## src/rtl/bas_pkg.sv

```systemverilog
package bas_pkg;
  typedef enum logic [1:0] {
    ST_IDLE  = 2'd0,
    ST_PULSE = 2'd1,
    ST_WAIT  = 2'd2
  } bas_state_e;
endpackage

```

## src/rtl/bas_code_map.sv

```systemverilog
module bas_code_map #(
  parameter int N_SLOTS = 4,
  localparam int SLOT_W = $clog2(N_SLOTS + 1)
) (
  input  logic [N_SLOTS-1:0] code_i,
  output logic               valid_o,
  output logic [SLOT_W-1:0]  slot_o
);
  logic [N_SLOTS-1:0] code_m1;
  assign code_m1 = code_i - N_SLOTS'(1);
  // exactly one bit set
  assign valid_o = (code_i != '0) && ((code_i & code_m1) == '0);

  always_comb begin
    slot_o = '0;
    for (int i = 0; i < N_SLOTS; i++) begin
      if (code_i[i]) slot_o = SLOT_W'(i + 1);
    end
  end
endmodule

```

## src/rtl/bas_countdown.sv

```systemverilog
module bas_countdown #(
  parameter int W = 4
) (
  input  logic         clk_i,
  input  logic         rst_ni,
  input  logic         load_i,
  input  logic [W-1:0] load_val_i,
  input  logic         dec_i,
  output logic         zero_o
);
  logic [W-1:0] cnt_q;

  always_ff @(posedge clk_i or negedge rst_ni) begin
    if (!rst_ni)                   cnt_q <= '0;
    else if (load_i)               cnt_q <= load_val_i;
    else if (dec_i && cnt_q != '0) cnt_q <= cnt_q - W'(1);
  end

  assign zero_o = (cnt_q == '0);
endmodule

```

## src/rtl/bus_announce_seq.sv

```systemverilog
module bus_announce_seq
  import bas_pkg::*;
#(
  parameter int N_SLOTS     = 4,
  parameter int PULSE_CYC   = 4,
  parameter int TIMEOUT_CYC = 1000,
  localparam int SLOT_W = $clog2(N_SLOTS + 1),
  localparam int PW     = $clog2(PULSE_CYC + 1),
  localparam int TW     = $clog2(TIMEOUT_CYC + 1)
) (
  input  logic               clk_i,
  input  logic               rst_ni,
  input  logic               strobe_i,
  input  logic [N_SLOTS-1:0] code_i,
  input  logic               play_ready_i,
  output logic [N_SLOTS-1:0] sel_o,
  output logic [SLOT_W-1:0]  slot_o,
  output logic [1:0]         state_o
);
  bas_state_e         state_q, state_d;
  logic               strobe_q, strobe_rise;
  logic               code_valid;
  logic [SLOT_W-1:0]  map_slot;
  logic               pls_load, pls_dec, pls_zero;
  logic               tmo_load, tmo_dec, tmo_zero;
  logic               accept;
  logic [N_SLOTS-1:0] sel_q;
  logic [SLOT_W-1:0]  slot_q;

  bas_code_map #(.N_SLOTS(N_SLOTS)) u_map (
    .code_i (code_i),
    .valid_o(code_valid),
    .slot_o (map_slot)
  );

  bas_countdown #(.W(PW)) u_pulse_tmr (
    .clk_i     (clk_i),
    .rst_ni    (rst_ni),
    .load_i    (pls_load),
    .load_val_i(PW'(PULSE_CYC - 1)),
    .dec_i     (pls_dec),
    .zero_o    (pls_zero)
  );

  bas_countdown #(.W(TW)) u_wait_tmr (
    .clk_i     (clk_i),
    .rst_ni    (rst_ni),
    .load_i    (tmo_load),
    .load_val_i(TW'(TIMEOUT_CYC - 1)),
    .dec_i     (tmo_dec),
    .zero_o    (tmo_zero)
  );

  assign strobe_rise = strobe_i & ~strobe_q;
  assign accept      = (state_q == ST_IDLE) && strobe_rise && code_valid;

  always_comb begin
    state_d  = state_q;
    pls_load = 1'b0;
    pls_dec  = 1'b0;
    tmo_load = 1'b0;
    tmo_dec  = 1'b0;
    unique case (state_q)
      ST_IDLE: if (accept) begin
        state_d  = ST_PULSE;
        pls_load = 1'b1;
      end
      ST_PULSE: if (pls_zero) begin
        state_d  = ST_WAIT;
        tmo_load = 1'b1;
      end else begin
        pls_dec = 1'b1;
      end
      ST_WAIT: if (play_ready_i || tmo_zero) begin
        state_d = ST_IDLE;
      end else begin
        tmo_dec = 1'b1;
      end
      default: state_d = ST_IDLE;
    endcase
  end

  always_ff @(posedge clk_i or negedge rst_ni) begin
    if (!rst_ni) begin
      state_q  <= ST_IDLE;
      strobe_q <= 1'b0;
      sel_q    <= '0;
      slot_q   <= '0;
    end else begin
      state_q  <= state_d;
      strobe_q <= strobe_i;
      if (accept) begin
        sel_q  <= code_i;
        slot_q <= map_slot;
      end else begin
        if (state_q == ST_PULSE && pls_zero) sel_q <= '0;
        if (state_q == ST_WAIT && state_d == ST_IDLE) slot_q <= '0;
      end
    end
  end

  assign sel_o   = sel_q;
  assign slot_o  = slot_q;
  assign state_o = state_q;

  a_r4_sel_onehot: assert property (@(posedge clk_i) disable iff (!rst_ni)
    $onehot0(sel_o));
  a_r4_sel_in_pulse: assert property (@(posedge clk_i) disable iff (!rst_ni)
    (sel_o != '0) |-> (state_q == ST_PULSE));
  a_r1_no_edge_stays_idle: assert property (@(posedge clk_i) disable iff (!rst_ni)
    (state_q == ST_IDLE && !strobe_i) |=> (state_q == ST_IDLE));
  a_r3_bad_code_ignored: assert property (@(posedge clk_i) disable iff (!rst_ni)
    (state_q == ST_IDLE && !code_valid) |=> (state_q == ST_IDLE && sel_o == '0));
  a_r5_ready_returns_idle: assert property (@(posedge clk_i) disable iff (!rst_ni)
    (state_q == ST_WAIT && play_ready_i) |=> (state_q == ST_IDLE));
  a_r6_idle_slot_zero: assert property (@(posedge clk_i) disable iff (!rst_ni)
    (state_q == ST_IDLE) |-> (slot_o == '0));
  a_r6_busy_slot_set: assert property (@(posedge clk_i) disable iff (!rst_ni)
    (state_q != ST_IDLE) |-> (slot_o != '0));
endmodule

```

## config.mk

```make
export PLATFORM = sky130hd
export DESIGN_NAME = bus_announce_seq
export DESIGN_NICKNAME = d
export VERILOG_FILES = /design/src/rtl/bas_pkg.sv /design/src/rtl/bas_code_map.sv /design/src/rtl/bas_countdown.sv /design/src/rtl/bus_announce_seq.sv
export SDC_FILE = /design/constraint.sdc
export NUM_CORES = 1
export LEC_CHECK = 0
export BUFFER_PORTS_ARGS = -buffer_cell sky130_fd_sc_hd__buf_2
export CORE_UTILIZATION = 55
export CTS_CLUSTER_DIAMETER = 60
export DETAILED_ROUTE_END_ITERATION = 12
export GPL_TIMING_DRIVEN = 0
export PLACE_DENSITY = 0.77
export REMOVE_ABC_BUFFERS = 1
export SLEW_MARGIN = 15
export SYNTH_ARGS = -nofsm -noshare
export SYNTH_HDL_FRONTEND = slang
export SYNTH_SLANG_ARGS = --single-unit
```

## constraint.sdc

```tcl
create_clock -name clk_i -period 3.9 [get_ports clk_i]
set_clock_uncertainty 0.15 [all_clocks]
set_input_delay 1.17 -clock clk_i [delete_from_list [all_inputs] [get_ports clk_i]]
set_output_delay 1.17 -clock clk_i [all_outputs]
set_load 0.01 [all_outputs]
```

=== After elaboration in Yosys (flattened, before gate mapping) ===
Cells that the tools add are included.

* Input bits: 8
* Memory bits (writable): 0
* Latch bits: 0
* Memories kept: 0
* Flip-flop bits (word level): 23
* Logic and storage cells: 58
* Memory bits (read-only): 0

* Shifts and indexed selects: 0
* Muxes and demuxes: 24
* Reductions and logical operators: 20
* Multiply operators: 0
* $lt $le $gt $ge: 0
* Div/mod/pow operators: 0
* Add/sub/neg operators: 3
* Equal/unequal tests: 2
* Bitwise operators: 3

{| class="wikitable"
|+ Operator list
! kind !! count
|-
| 10-bit 2-to-1 mux || 2
|-
| 3-bit 2-to-1 mux || 5
|-
| 10-bit logical NOT || 1
|-
| 2-bit 2-to-1 mux || 5
|-
| 10-bit nonzero test || 1
|-
| 10-bit by 1-bit subtractor with 10-bit output (second input constant) || 1
|-
| 1-bit 2-to-1 mux || 9
|-
| 4-bit 2-to-1 mux || 2
|-
| 2-bit nonzero test || 4
|-
| 1-bit logical AND || 7
|-
| 2-bit case mux with 3 select lines || 1
|-
| 4-bit AND || 1
|-
| 2-bit logical NOT || 2
|-
| 4-bit logical NOT || 1
|-
| 4-bit nonzero test || 1
|-
| 4-bit by 1-bit subtractor with 4-bit output (second input constant) || 1
|-
| 3-bit logical NOT || 1
|-
| 3-bit nonzero test || 1
|-
| 3-bit by 1-bit subtractor with 3-bit output (second input constant) || 1
|-
| 2-bit by 1-bit equality test with 1-bit output (second input constant) || 1
|-
| 2-bit equality test (second input constant) || 1
|-
| 1-bit AND || 1
|-
| 1-bit logical OR || 1
|-
| 1-bit NOT || 1
|}

=== Logic depth before layout (Yosys ltp) ===
Gate-level depths: netlist (run 1).

* Depth after elaboration: 11
* Gate-level depth with buffers: 8
* Gate-level depth less buffers: 7

=== Hierarchy ===
A second synthesis (run 1) with hierarchy kept.

* Cells, all modules: 141
* Area total of the unflattened synthesis: 1353.8 µm²

{| class="wikitable"
|+ By module, submodules not included
! module !! area an instance (µm²) !! instances !! cells an instance
|-
| bas_countdown at u_wait_tmr || 621.8 || 1 || 67
|-
| bus_announce_seq || 455.4 || 1 || 44
|-
| bas_countdown at u_pulse_tmr || 207.7 || 1 || 19
|-
| bas_code_map || 68.8 || 1 || 11
|}

=== Worst setup path after synthesis (run 1) ===
OpenSTA, ideal clock, no wires.

* Path type: input -> register
* From: in strobe_i
* To: reg slot_q[0], in the netlist slot_o[0]
* Setup slack: 1323 ps
* Data required time: 3630 ps
* Arrival: 2307 ps
* Stages: 5
* Cell sequence: nor4b_1 > o21ai_0 > or2_2 > clkbuf_1 > a31o_2

* Cells in the longest elaborated chain, start to end: 8
* Elaborated cells between the ends (all ways): 9

{| class="wikitable"
|+ Ends and longest elaborated chain
! element !! RTL line !! RTL
|-
| start, declared || bus_announce_seq.sv:13 || <nowiki>input logic strobe_i,</nowiki>
|-
| 1-bit AND (*) || bus_announce_seq.sv:54 || <nowiki>assign strobe_rise = strobe_i & ~strobe_q;</nowiki>
|-
| 1-bit logical AND (*) (2 in series) || bus_announce_seq.sv:55 || <nowiki>assign accept = (state_q == ST_IDLE) && strobe_rise && code_valid;</nowiki>
|-
| 2-bit 2-to-1 mux || bus_announce_seq.sv:64 || <nowiki>ST_IDLE: if (accept) begin</nowiki>
|-
| 2-bit case mux with 3 select lines || bus_announce_seq.sv:63 || <nowiki>unique case (state_q)</nowiki>
|-
| 2-bit logical NOT || bus_announce_seq.sv:97 || <nowiki>if (state_q == ST_WAIT && state_d == ST_IDLE) slot_q <= '0;</nowiki>
|-
| 1-bit logical AND || bus_announce_seq.sv:97 ||
|-
| 2-bit nonzero test (no source line) || -- ||
|-
| end signal, assigned || bus_announce_seq.sv:94 || <nowiki>slot_q <= map_slot;</nowiki>
|-
| end, declared || bus_announce_seq.sv:28 || <nowiki>logic [SLOT_W-1:0] slot_q;</nowiki>
|}

Every way passes the cells marked *; elsewhere a longest branch is shown, timed or not.
A chain may end at the register's enable or synchronous reset.

=== Worst setup path after layout (run 1) ===
* From: in play_ready_i
* To: reg u_wait_tmr.cnt_q[6]

* Cells in the longest elaborated chain, start to end: 5

{| class="wikitable"
|+ Ends and longest elaborated chain
! element !! RTL line !! RTL
|-
| start, declared || bus_announce_seq.sv:15 || <nowiki>input logic play_ready_i,</nowiki>
|-
| 1-bit logical OR || bus_announce_seq.sv:74 || <nowiki>ST_WAIT: if (play_ready_i || tmo_zero) begin</nowiki>
|-
| 1-bit 2-to-1 mux || bus_announce_seq.sv:74 ||
|-
| 1-bit 2-to-1 mux || bus_announce_seq.sv:63 ||
|-
| 1-bit logical AND || bas_countdown.sv:16 || <nowiki>else if (dec_i && cnt_q != '0) cnt_q <= cnt_q - W'(1);</nowiki>
|-
| 2-bit nonzero test (no source line) || -- ||
|-
| end signal, assigned || bas_countdown.sv:15 || <nowiki>else if (load_i) cnt_q <= load_val_i;</nowiki>
|-
| end signal, assigned || bas_countdown.sv:16 ||
|-
| end, declared || bas_countdown.sv:11 || <nowiki>logic [W-1:0] cnt_q;</nowiki>
|}

No other way between the ends.

==> qor.yml, run 1 <==
outcome:
  outcome: "finished clean"
floorplan:
  fp.dieW_um: 48.69
  start_util_pct: 59.88
  die_h_um: 48.69
  ios: 17
  core_area_um2: 2002
  rows: 16
  dieArea_um2: 2370
detailed_routing:
  drt_iter0_markers: 16
  drtAntennaViolNets: 0
  avgViaCountPerCell: 5.646
  num_vias: 909
  drt_first_pass_iters: 4
  wl_per_cell_um: 13.57
  drc: 0
  wl_um: 2185
worst_setup_path:
  worst_ep_arrival_time_ns: 2.52
  crit_chain: "buf_2, nor3b_2, o311ai_2, or4_2, nand3_1"
  cp-start-kind: "primary input"
  cpMaxStageDelayCell: "or4_2"
  criticalPathCategory: "primary input to register"
  required_ns: 3.99
  cp_max_fo: 6
  endpoint_kind: "register"
  slowest_delay_ns: 0.58
timing:
  hold_viol_final: 0
  setup_tns_ns: 0
  drv_slew: 0
  timing.hold.ws_ns: 0.3713
  slew_headroom_pct: 61.12
  fmax_ghz: 0.4121
  setup_viol: 0
  tightest_slew_ns: 0.5815
  finalCritPeriodShare_pct: 62.22
  rsz0062_at_grt: "false"
  finalCriticalPeriod_ns: 2.427
yosys:
  synth_area_um2: 1199
  seq_area_frac_synth_pct: 48.02
  muxShareOfSynthArea_pct: 4.175
  syn-mean-instance-area_um2: 10.16
  synth_edf_count: 0
  synth-simple-area-share_pct: 22.76
  syn_inst: 118
  ys.flop_type: "dfrtp_1"
  netlist-cell-type-count: 36
  synth_adder_area_share_pct: 4.175
  synth_xor_area_share_pct: 2.923
  synth_warnings: 0
  synth_top_family_by_area: "simple AND/OR/NAND/NOR gates"
  ys_async_sr_fraction_pct: 100.0
  synth-compound-area-share_pct: 12.32
  ys_ff_latch: 23
final_layout:
  drive_above_1_share_pct: 23.13
  nNetsFinal: 147
  antenna_cells: 0
  area_delta_synth_final_pct: 9.812
  layout_commonest_cell: "dfrtp_1"
  fillers: 186
  final_cell_mix: "dfrtp_1, buf_2, inv_1, nand2_1"
global_routing:
  grt_pass1_wl_um: 3843
  track_usage_pct: 21.41
  first_global_vias: 892
  grt_max_degree: 24
  antenna_found_initial: 0
  overflow: 0
place:
  dpl.hpwl_um: 1603
  port_buffers: 16
  place_congestion: 0.7167
power:
  combPwrFrac_pct: 35.2
  p_sw_uw: 259.4
  p_int_uw: 467.4
  pwr-share-seq_pct: 49.9
  pwr-share-clk_pct: 14.9
  p_sw_share_pct: 35.69
  p_per_area_nw_per_um2: 552.1
  ir_drop_v: 0.0003758
  cellLeakagePower_uw: 0.0006019
clock_network:
  clkLatencyLatePin_ns: 0.31
  clockBufferDepth: 2
  numCtsBuffers: 3
  clk_pin_slew_ns: 0.12
  cts_setup_buffers: 0
  post_cts_resized: 0
  cts.sinks: 23
  h-tree-depth: 1
  cts_tree: "done"
  ctsHoldBuffers: 0
  clockRootBuffer: "clkbuf_4"
worst_hold_path:
  hp-class: "register to register"
run:
  maxCapViolCount: 0
[cell families after synthesis]
| kind of cell | after synthesis |
|---|---|
| compound gates | 19 |
| xor+xnor | 4 |
| fa+ha+maj | 4 |
| buf+inv | 16 |
| flops | 23 |
| mux | 5 |
| simple gates | 47 |
[final timing paths]
kind	from	to	slack [ns]	cells after the start
hold reg to reg	u_pulse_tmr.cnt_q[1]$_DFFE_PN0P_	u_pulse_tmr.cnt_q[1]$_DFFE_PN0P_	0.37	2
max in group asynchronous	rst_ni	slot_o[2]$_DFFE_PN0P_	2.59	1
setup / recovery	play_ready_i	u_wait_tmr.cnt_q[6]$_DFFE_PN0P_	1.47	5
min in group asynchronous	rst_ni	u_wait_tmr.cnt_q[1]$_DFFE_PN0P_	0.66	1
setup reg to reg	u_wait_tmr.cnt_q[0]$_DFFE_PN0P_	slot_o[2]$_DFFE_PN0P_	1.54	6
hold / removal	u_pulse_tmr.cnt_q[1]$_DFFE_PN0P_	u_pulse_tmr.cnt_q[1]$_DFFE_PN0P_	0.37	2
[routing by layer]
layer / vias to the layer above / GRT usage, % / wire [um]
met2: 15 / 40.05 / 1146
met4: 0 / 4.412 / 15
met5: - / 0 / 0
met1: 443 / 23.52 / 945
li1: 449 / - / -
met3: 2 / 6.604 / 78
[critical path: cells and delay by family]
family | cells | cell delay (ns)
simple gates | 3 | 1.01
buf+inv | 1 | 0.11
compound gates | 1 | 0.24
[stage by stage]
| step | worst slack (ns) | util (%) | instance area (um^2) | total power [uW] | std cells |
|---|---|---|---|---|---|
| after floorplan | 1.390 | - | 1176 | 533.7 | 114 |
| after global placement | 1.186 | 64.44 | 1290 | 609.8 | 157 |
| after detailed placement | 1.130 | 64.44 | 1290 | 627.8 | 157 |
| after CTS | 1.457 | 65.75 | 1316 | 737.8 | 161 |
| after global routing | 1.398 | 65.75 | 1316 | 793.7 | 161 |
| final | 1.473 | 65.75 | 1316 | 726.8 | 161 |
[area by class of cell]
cell class                 instances  area (um^2)  area share, %
clock buffer                       4        26.28          1.996
multi-input combinational         79        555.5          42.21
timing repair buffer              16        80.08          6.084
tap                               27        33.78          2.567
sequential                        23        575.6          43.73
inverter                          12        45.04          3.422
[synthesized netlist by cell type, drive strengths merged (3+ instances only)]
library cell / count / share of area (%)
dfrtp: 23 / 48
inv: 12 / 3.8
nand2: 12 / 3.8
nand3: 7 / 2.9
o21ai: 7 / 2.9
nor2: 6 / 1.9
mux2i: 5 / 4.2
or4: 5 / 3.7
ha: 4 / 4.2
clkbuf: 3 / 0.94
nor4: 3 / 1.6
o22ai: 3 / 1.6
o31ai: 3 / 3.0
or3: 3 / 1.8
xnor2: 3 / 2.2
[registers in the layout, indices dropped and copies added, names as in the netlist]
name / count
sel_o: 4
slot_o: 3
state_o: 2
strobe_q: 1
u_pulse_tmr.cnt_q: 3
u_wait_tmr.cnt_q: 10
[power groups by stage]
| stage | Clock [uW] | Combinational [uW] | Sequential [uW] |
|---|---|---|---|
| 6_report | 108 | 256 | 363 |
| 5_1_grt | 122 | 298 | 373 |
| 4_1_cts | 113 | 262 | 363 |
| 3_5_place_dp | 0 | 261 | 367 |
| 3_3_place_gp | 0 | 245 | 365 |
| 2_1_floorplan | 0 | 154 | 380 |
No activity file was read; power rests on OpenSTA's default activity.
==> inputs of run 2 (changes only) <==
- ABC_AREA: unset -> 1
- CORE_UTILIZATION: 55 -> 51
- PLACE_DENSITY: 0.77 -> 0.74
- clock period: 3.9 -> 2 ns (I/O delays scaled with it)
==> run 2 against run 1 <==
Compared with the run above: count of clock-buffer cells in the layout is 1 lower; cell count up 34%; synthesized cell count up 44%; critical path type is now register to register; highest routed layer is now met3.
==> qor.yml, run 2 <==
outcome:
  outcome: "finished clean"
power:
  ir_drop_v: 0.001029
  cellLeakagePower_uw: 0.0008130
  finalPower_uw: 2169
  p_per_area_nw_per_um2: 1474
yosys:
  ys_ff_latch: 23
  synth_area_um2: 1361
  syn-mean-instance-area_um2: 8.008
  synth_edf_count: 0
  ys_async_sr_fraction_pct: 100.0
  synth_warnings: 0
  yosysMostFrequentCell: "nand2_1"
  yosysTopAreaCell: "dfrtp_1"
  seq_area_frac_synth_pct: 42.28
  netlist-cell-type-count: 24
  synth_common_cells: "nand2_1, nand3_1, dfrtp_1"
  ys.flop_type: "dfrtp_1"
  synth_area_leaders: "dfrtp_1, nand3_1, nand2_1"
  syn_inst: 170
  yosysTopAreaCellShare_pct: 42.28
floorplan:
  core_area_um2: 2500
  dieArea_um2: 2880
  fp.dieW_um: 53.67
  ios: 17
  rows: 18
  die_h_um: 53.67
  start_util_pct: 54.45
detailed_routing:
  drt_iter0_markers: 21
  wl_um: 2547
  wl_per_cell_um: 11.79
  top_layer: "met3"
  drt_first_pass_iters: 4
  dr_wl_met3_um: 70
  drc: 0
  avgViaCountPerCell: 5.181
  wl_met1_um: 1215
  drtAntennaViolNets: 0
  num_vias: 1119
  route.met2.wl_um: 1261
global_routing:
  grt_pass1_wl_um: 4160
  track_usage_pct: 20.18
  overflow: 0
  antenna_found_initial: 0
  first_global_vias: 1022
  grt_max_degree: 24
timing:
  finalCritPeriodShare_pct: 86.90
  slew_headroom_pct: 64.52
  setup_tns_ns: 0
  tightest_slew_ns: 0.5322
  hold_viol_final: 0
  setup_viol: 0
  rsz0062_at_grt: "false"
  finalCriticalPeriod_ns: 1.738
  timing.hold.ws_ns: 0.1000
  drv_slew: 0
  fmax_ghz: 0.5753
clock_network:
  h-tree-depth: 1
  clkLatencyLatePin_ns: 0.31
  numCtsBuffers: 3
  clockRootBuffer: "clkbuf_4"
  cts_setup_buffers: 0
  post_cts_resized: 0
  ctsHoldBuffers: 0
  clk_pin_slew_ns: 0.13
  clockBufferDepth: 2
  cts.sinks: 23
  cts_tree: "done"
worst_hold_path:
  hp-class: "primary input to async pin"
worst_setup_path:
  rr_worst_depth: 7
  cp-start-kind: "register"
  endpoint_kind: "register"
  cp_max_fo: 20
  required_ns: 2.05
  criticalPathCategory: "register to register"
  worst_ep_arrival_time_ns: 1.79
final_layout:
  antenna_cells: 0
  multi_input_area_um2: 656.9
  nNetsFinal: 199
  seqCellArea_um2: 575.6
  fillers: 232
  drive_above_1_share_pct: 31.72
  layout_commonest_cell: "nand2_1"
  stdcell_area_um2: 1471
  area_delta_synth_final_pct: 8.088
  largest_register: "u_wait_tmr.cnt_q"
  final_cells: 216
  final_cell_mix: "nand2_1, nand3_1, dfrtp_1, buf_2"
  largest_reg_flops: 10
run:
  maxCapViolCount: 0
place:
  place_area_um2: 1444
  dpl.hpwl_um: 1910
  place_congestion: 0.7270
  placedCellCount: 212
  port_buffers: 16
==> run 2: cells by family after synthesis <==
family | after synthesis | share of synthesized area, %
buf+inv | 29 | 9.467
flops | 23 | 42.28
xor+xnor | 1 | 0.6435
fa+ha+maj | 4 | 3.677
compound gates | 20 | 10.20
simple gates | 93 | 33.73
==> run 2: cell type report <==
type | count | share of cell area (%)
well taps | 30 | 2.551
multi-input cells | 118 | 44.64
repair buffers | 16 | 5.442
flip-flops and latches | 23 | 39.12
inverters | 25 | 6.378
clock inverters | 1 | 0.3401
clock buffers | 3 | 1.531
==> run 2: worst max-delay path, stage by stage (launching register included) <==
cell,delay [ns]
dfrtp_1,0.37
inv_1,0.06
ha_1,0.19
ha_1,0.22
nand2_4,0.20
nand2_4,0.24
nand2_2,0.14
o21ai_2,0.05
==> run 2: through the flow <==
stage / worst slack, ns / util, %
final: 0.2619 / 58.86
after global routing: 0.1627 / 58.86
after CTS: 0.2524 / 58.86
after detailed placement: 0.2586 / 57.76
after global placement: 0.3102 / 57.76
after floorplan: 0.4684 / -
==> run 2: power by group <==
part,switching [uW],internal (uW)
Sequential,133,653
Clock,138,74.6
Combinational,730,440
Total,1000,1170
==> run 2: layer usage <==
layer  GRT usage [%]  up-vias
met5               0        -
met4           3.509        0
met3           5.085        0
met2           36.01       12
met1           24.43      531
li1                -      576
==> run 2: final timing paths <==
path / endpoint / slack [ns] / from
worst max-delay path: u_wait_tmr.cnt_q[4]$_DFFE_PN0P_ / 0.26 / u_pulse_tmr.cnt_q[0]$_DFFE_PN0P_
worst min-delay path: u_wait_tmr.cnt_q[2]$_DFFE_PN0P_ / 0.10 / rst_ni
worst max register to register: u_wait_tmr.cnt_q[4]$_DFFE_PN0P_ / 0.26 / u_pulse_tmr.cnt_q[0]$_DFFE_PN0P_
worst min register to register: slot_o[2]$_DFFE_PN0P_ / 0.37 / slot_o[2]$_DFFE_PN0P_
max in group asynchronous: slot_o[0]$_DFFE_PN0P_ / 1.25 / rst_ni
min in group clk_i: strobe_q$_DFF_PN0_ / 0.26 / strobe_i
==> inputs of run 3 (changes only) <==
- CORE_ASPECT_RATIO: unset -> 2
==> run 3 against run 2 <==
Compared with the run above: via count rose by 0.54%; maximum frequency rose by 0.19%; combinational power barely moved; final area rose by 1.1%; sequential cell count did not move; wire length rose by 4.6%; largest cell class unchanged.
==> qor.yml, run 3 (synthesized netlist as in run 2, its figures left out) <==
final_layout:
  nNetsFinal: 199
  fillers: 231
  drive_above_1_share_pct: 31.72
  multi_input_area_um2: 656.9
  final_cell_mix: "nand2_1, nand3_1, dfrtp_1, buf_2"
  layout_commonest_cell: "nand2_1"
  largest_reg_flops: 10
  area_delta_synth_final_pct: 9.283
  antenna_cells: 0
  seqCellArea_um2: 575.6
  largest_register: "u_wait_tmr.cnt_q"
worst_setup_path:
  crit_chain: "inv_1, ha_1, ha_1, nand2_4, nand2_4, nand2_2, o21ai_2"
  cp-start-kind: "register"
  required_ns: 2.00
  slowest_delay_ns: 0.36
  rr_worst_depth: 7
  endpoint_kind: "register"
  cpMaxStageDelayCell: "dfrtp_1"
  cp_max_fo: 20
  criticalPathCategory: "register to register"
  worst_ep_arrival_time_ns: 1.74
run:
  maxCapViolCount: 0
floorplan:
  core_area_um2: 2537
  die_h_um: 75.07
  dieArea_um2: 2892
  rows: 26
  fp.dieW_um: 38.53
  ios: 17
  start_util_pct: 53.65
power:
  ir_drop_v: 0.0008335
  finalPower_uw: 2256
  p_per_area_nw_per_um2: 1516
  cellLeakagePower_uw: 0.0008208
worst_hold_path:
  hp-class: "primary input to async pin"
clock_network:
  post_cts_resized: 0
  clk_pin_slew_ns: 0.08
  numCtsBuffers: 3
  clockRootBuffer: "clkbuf_8"
  h-tree-depth: 1
  clkLatencyLatePin_ns: 0.26
  cts_tree: "done"
  ctsHoldBuffers: 0
  cts.sinks: 23
  clockBufferDepth: 2
  cts_setup_buffers: 0
timing:
  fmax_ghz: 0.5765
  hold_viol_final: 0
  drv_slew: 0
  finalCritPeriodShare_pct: 86.74
  rsz0062_at_grt: "false"
  timing.hold.ws_ns: 0.1502
  setup_tns_ns: 0
  finalCriticalPeriod_ns: 1.735
  setup_viol: 0
  slew_headroom_pct: 65.04
  tightest_slew_ns: 0.5244
global_routing:
  grt_use_met1_pct: 22.39
  grt-busiest-layer: "met2"
  grt_pass1_wl_um: 4623
  track_usage_pct: 22.68
  first_global_vias: 1157
  grt_max_degree: 24
  overflow: 0
  met3_usage_pct: 2.655
  antenna_found_initial: 0
  grtUsageMet2_pct: 42.41
detailed_routing:
  wl_um: 2665
  drtAntennaViolNets: 0
  drt_first_pass_iters: 4
  wl_per_cell_um: 12.45
  drc: 0
  drt_iter0_markers: 40
  num_vias: 1125
  avgViaCountPerCell: 5.257
place:
  dpl.hpwl_um: 2007
  port_buffers: 16
  place_congestion: 0.7637
outcome:
  outcome: "finished clean"
-- run 3: cell counts in the layout (fill, tap and decap cells not counted) --
No cell type changed its count.
-- run 3: layer usage --
metal | up-vias | share of wire [%] | wire [um]
met5 | - | 0 | 0
met4 | 0 | 2.7 | 73
met3 | 6 | 1.8 | 49
met2 | 20 | 57 | 1512
met1 | 525 | 39 | 1029
li1 | 574 | - | -
-- run 3: per-stage QoR --
stage	instances	area [um^2]	util [%]	setup WS (ns)
floorplan	166	1326	-	0.4684
global placement	210	1441	56.80	0.2985
detailed placement	210	1441	56.80	0.2523
CTS	214	1488	58.63	0.2405
global route	214	1488	58.63	0.1317
finish	214	1488	58.63	0.2653
-- run 3: area by class of cell --
| class | instances | area share (%) |
|---|---|---|
| Multi-Input combinational cell | 118 | 44.15 |
| Sequential cell | 23 | 38.69 |
| Inverter | 25 | 6.308 |
| Tap cell | 28 | 2.355 |
| Clock inverter | 1 | 0.3364 |
| Clock buffer | 3 | 2.775 |
| Timing Repair Buffer | 16 | 5.383 |
-- run 3: worst paths after layout --
| check | endpoint | slack (ns) | startpoint |
|---|---|---|---|
| min reg2reg | slot_o[2]$_DFFE_PN0P_ | 0.36 | slot_o[2]$_DFFE_PN0P_ |
| max reg2reg | u_wait_tmr.cnt_q[4]$_DFFE_PN0P_ | 0.27 | u_pulse_tmr.cnt_q[0]$_DFFE_PN0P_ |
| min | u_wait_tmr.cnt_q[2]$_DFFE_PN0P_ | 0.15 | rst_ni |
| max | u_wait_tmr.cnt_q[4]$_DFFE_PN0P_ | 0.27 | u_pulse_tmr.cnt_q[0]$_DFFE_PN0P_ |
| max in group asynchronous | u_wait_tmr.cnt_q[7]$_DFFE_PN0P_ | 1.20 | rst_ni |
| min in group clk_i | strobe_q$_DFF_PN0_ | 0.30 | strobe_i |
-- run 3: where the power goes --
group	leakage, uW	switching [uW]	total [uW]	internal, uW
Clock	0.0000255	149	289	139
Combinational	0.000499	735	1180	441
Sequential	0.000296	137	792	655
Total	0.000821	1020	2260	1230
-- run 3: worst max-delay path: cells and delay by family (launching register included) --
family	cells	cell delay, ns
flops	1	0.36
simple gates	3	0.57
fa+ha+maj	2	0.42
compound gates	1	0.05
buf+inv	1	0.06
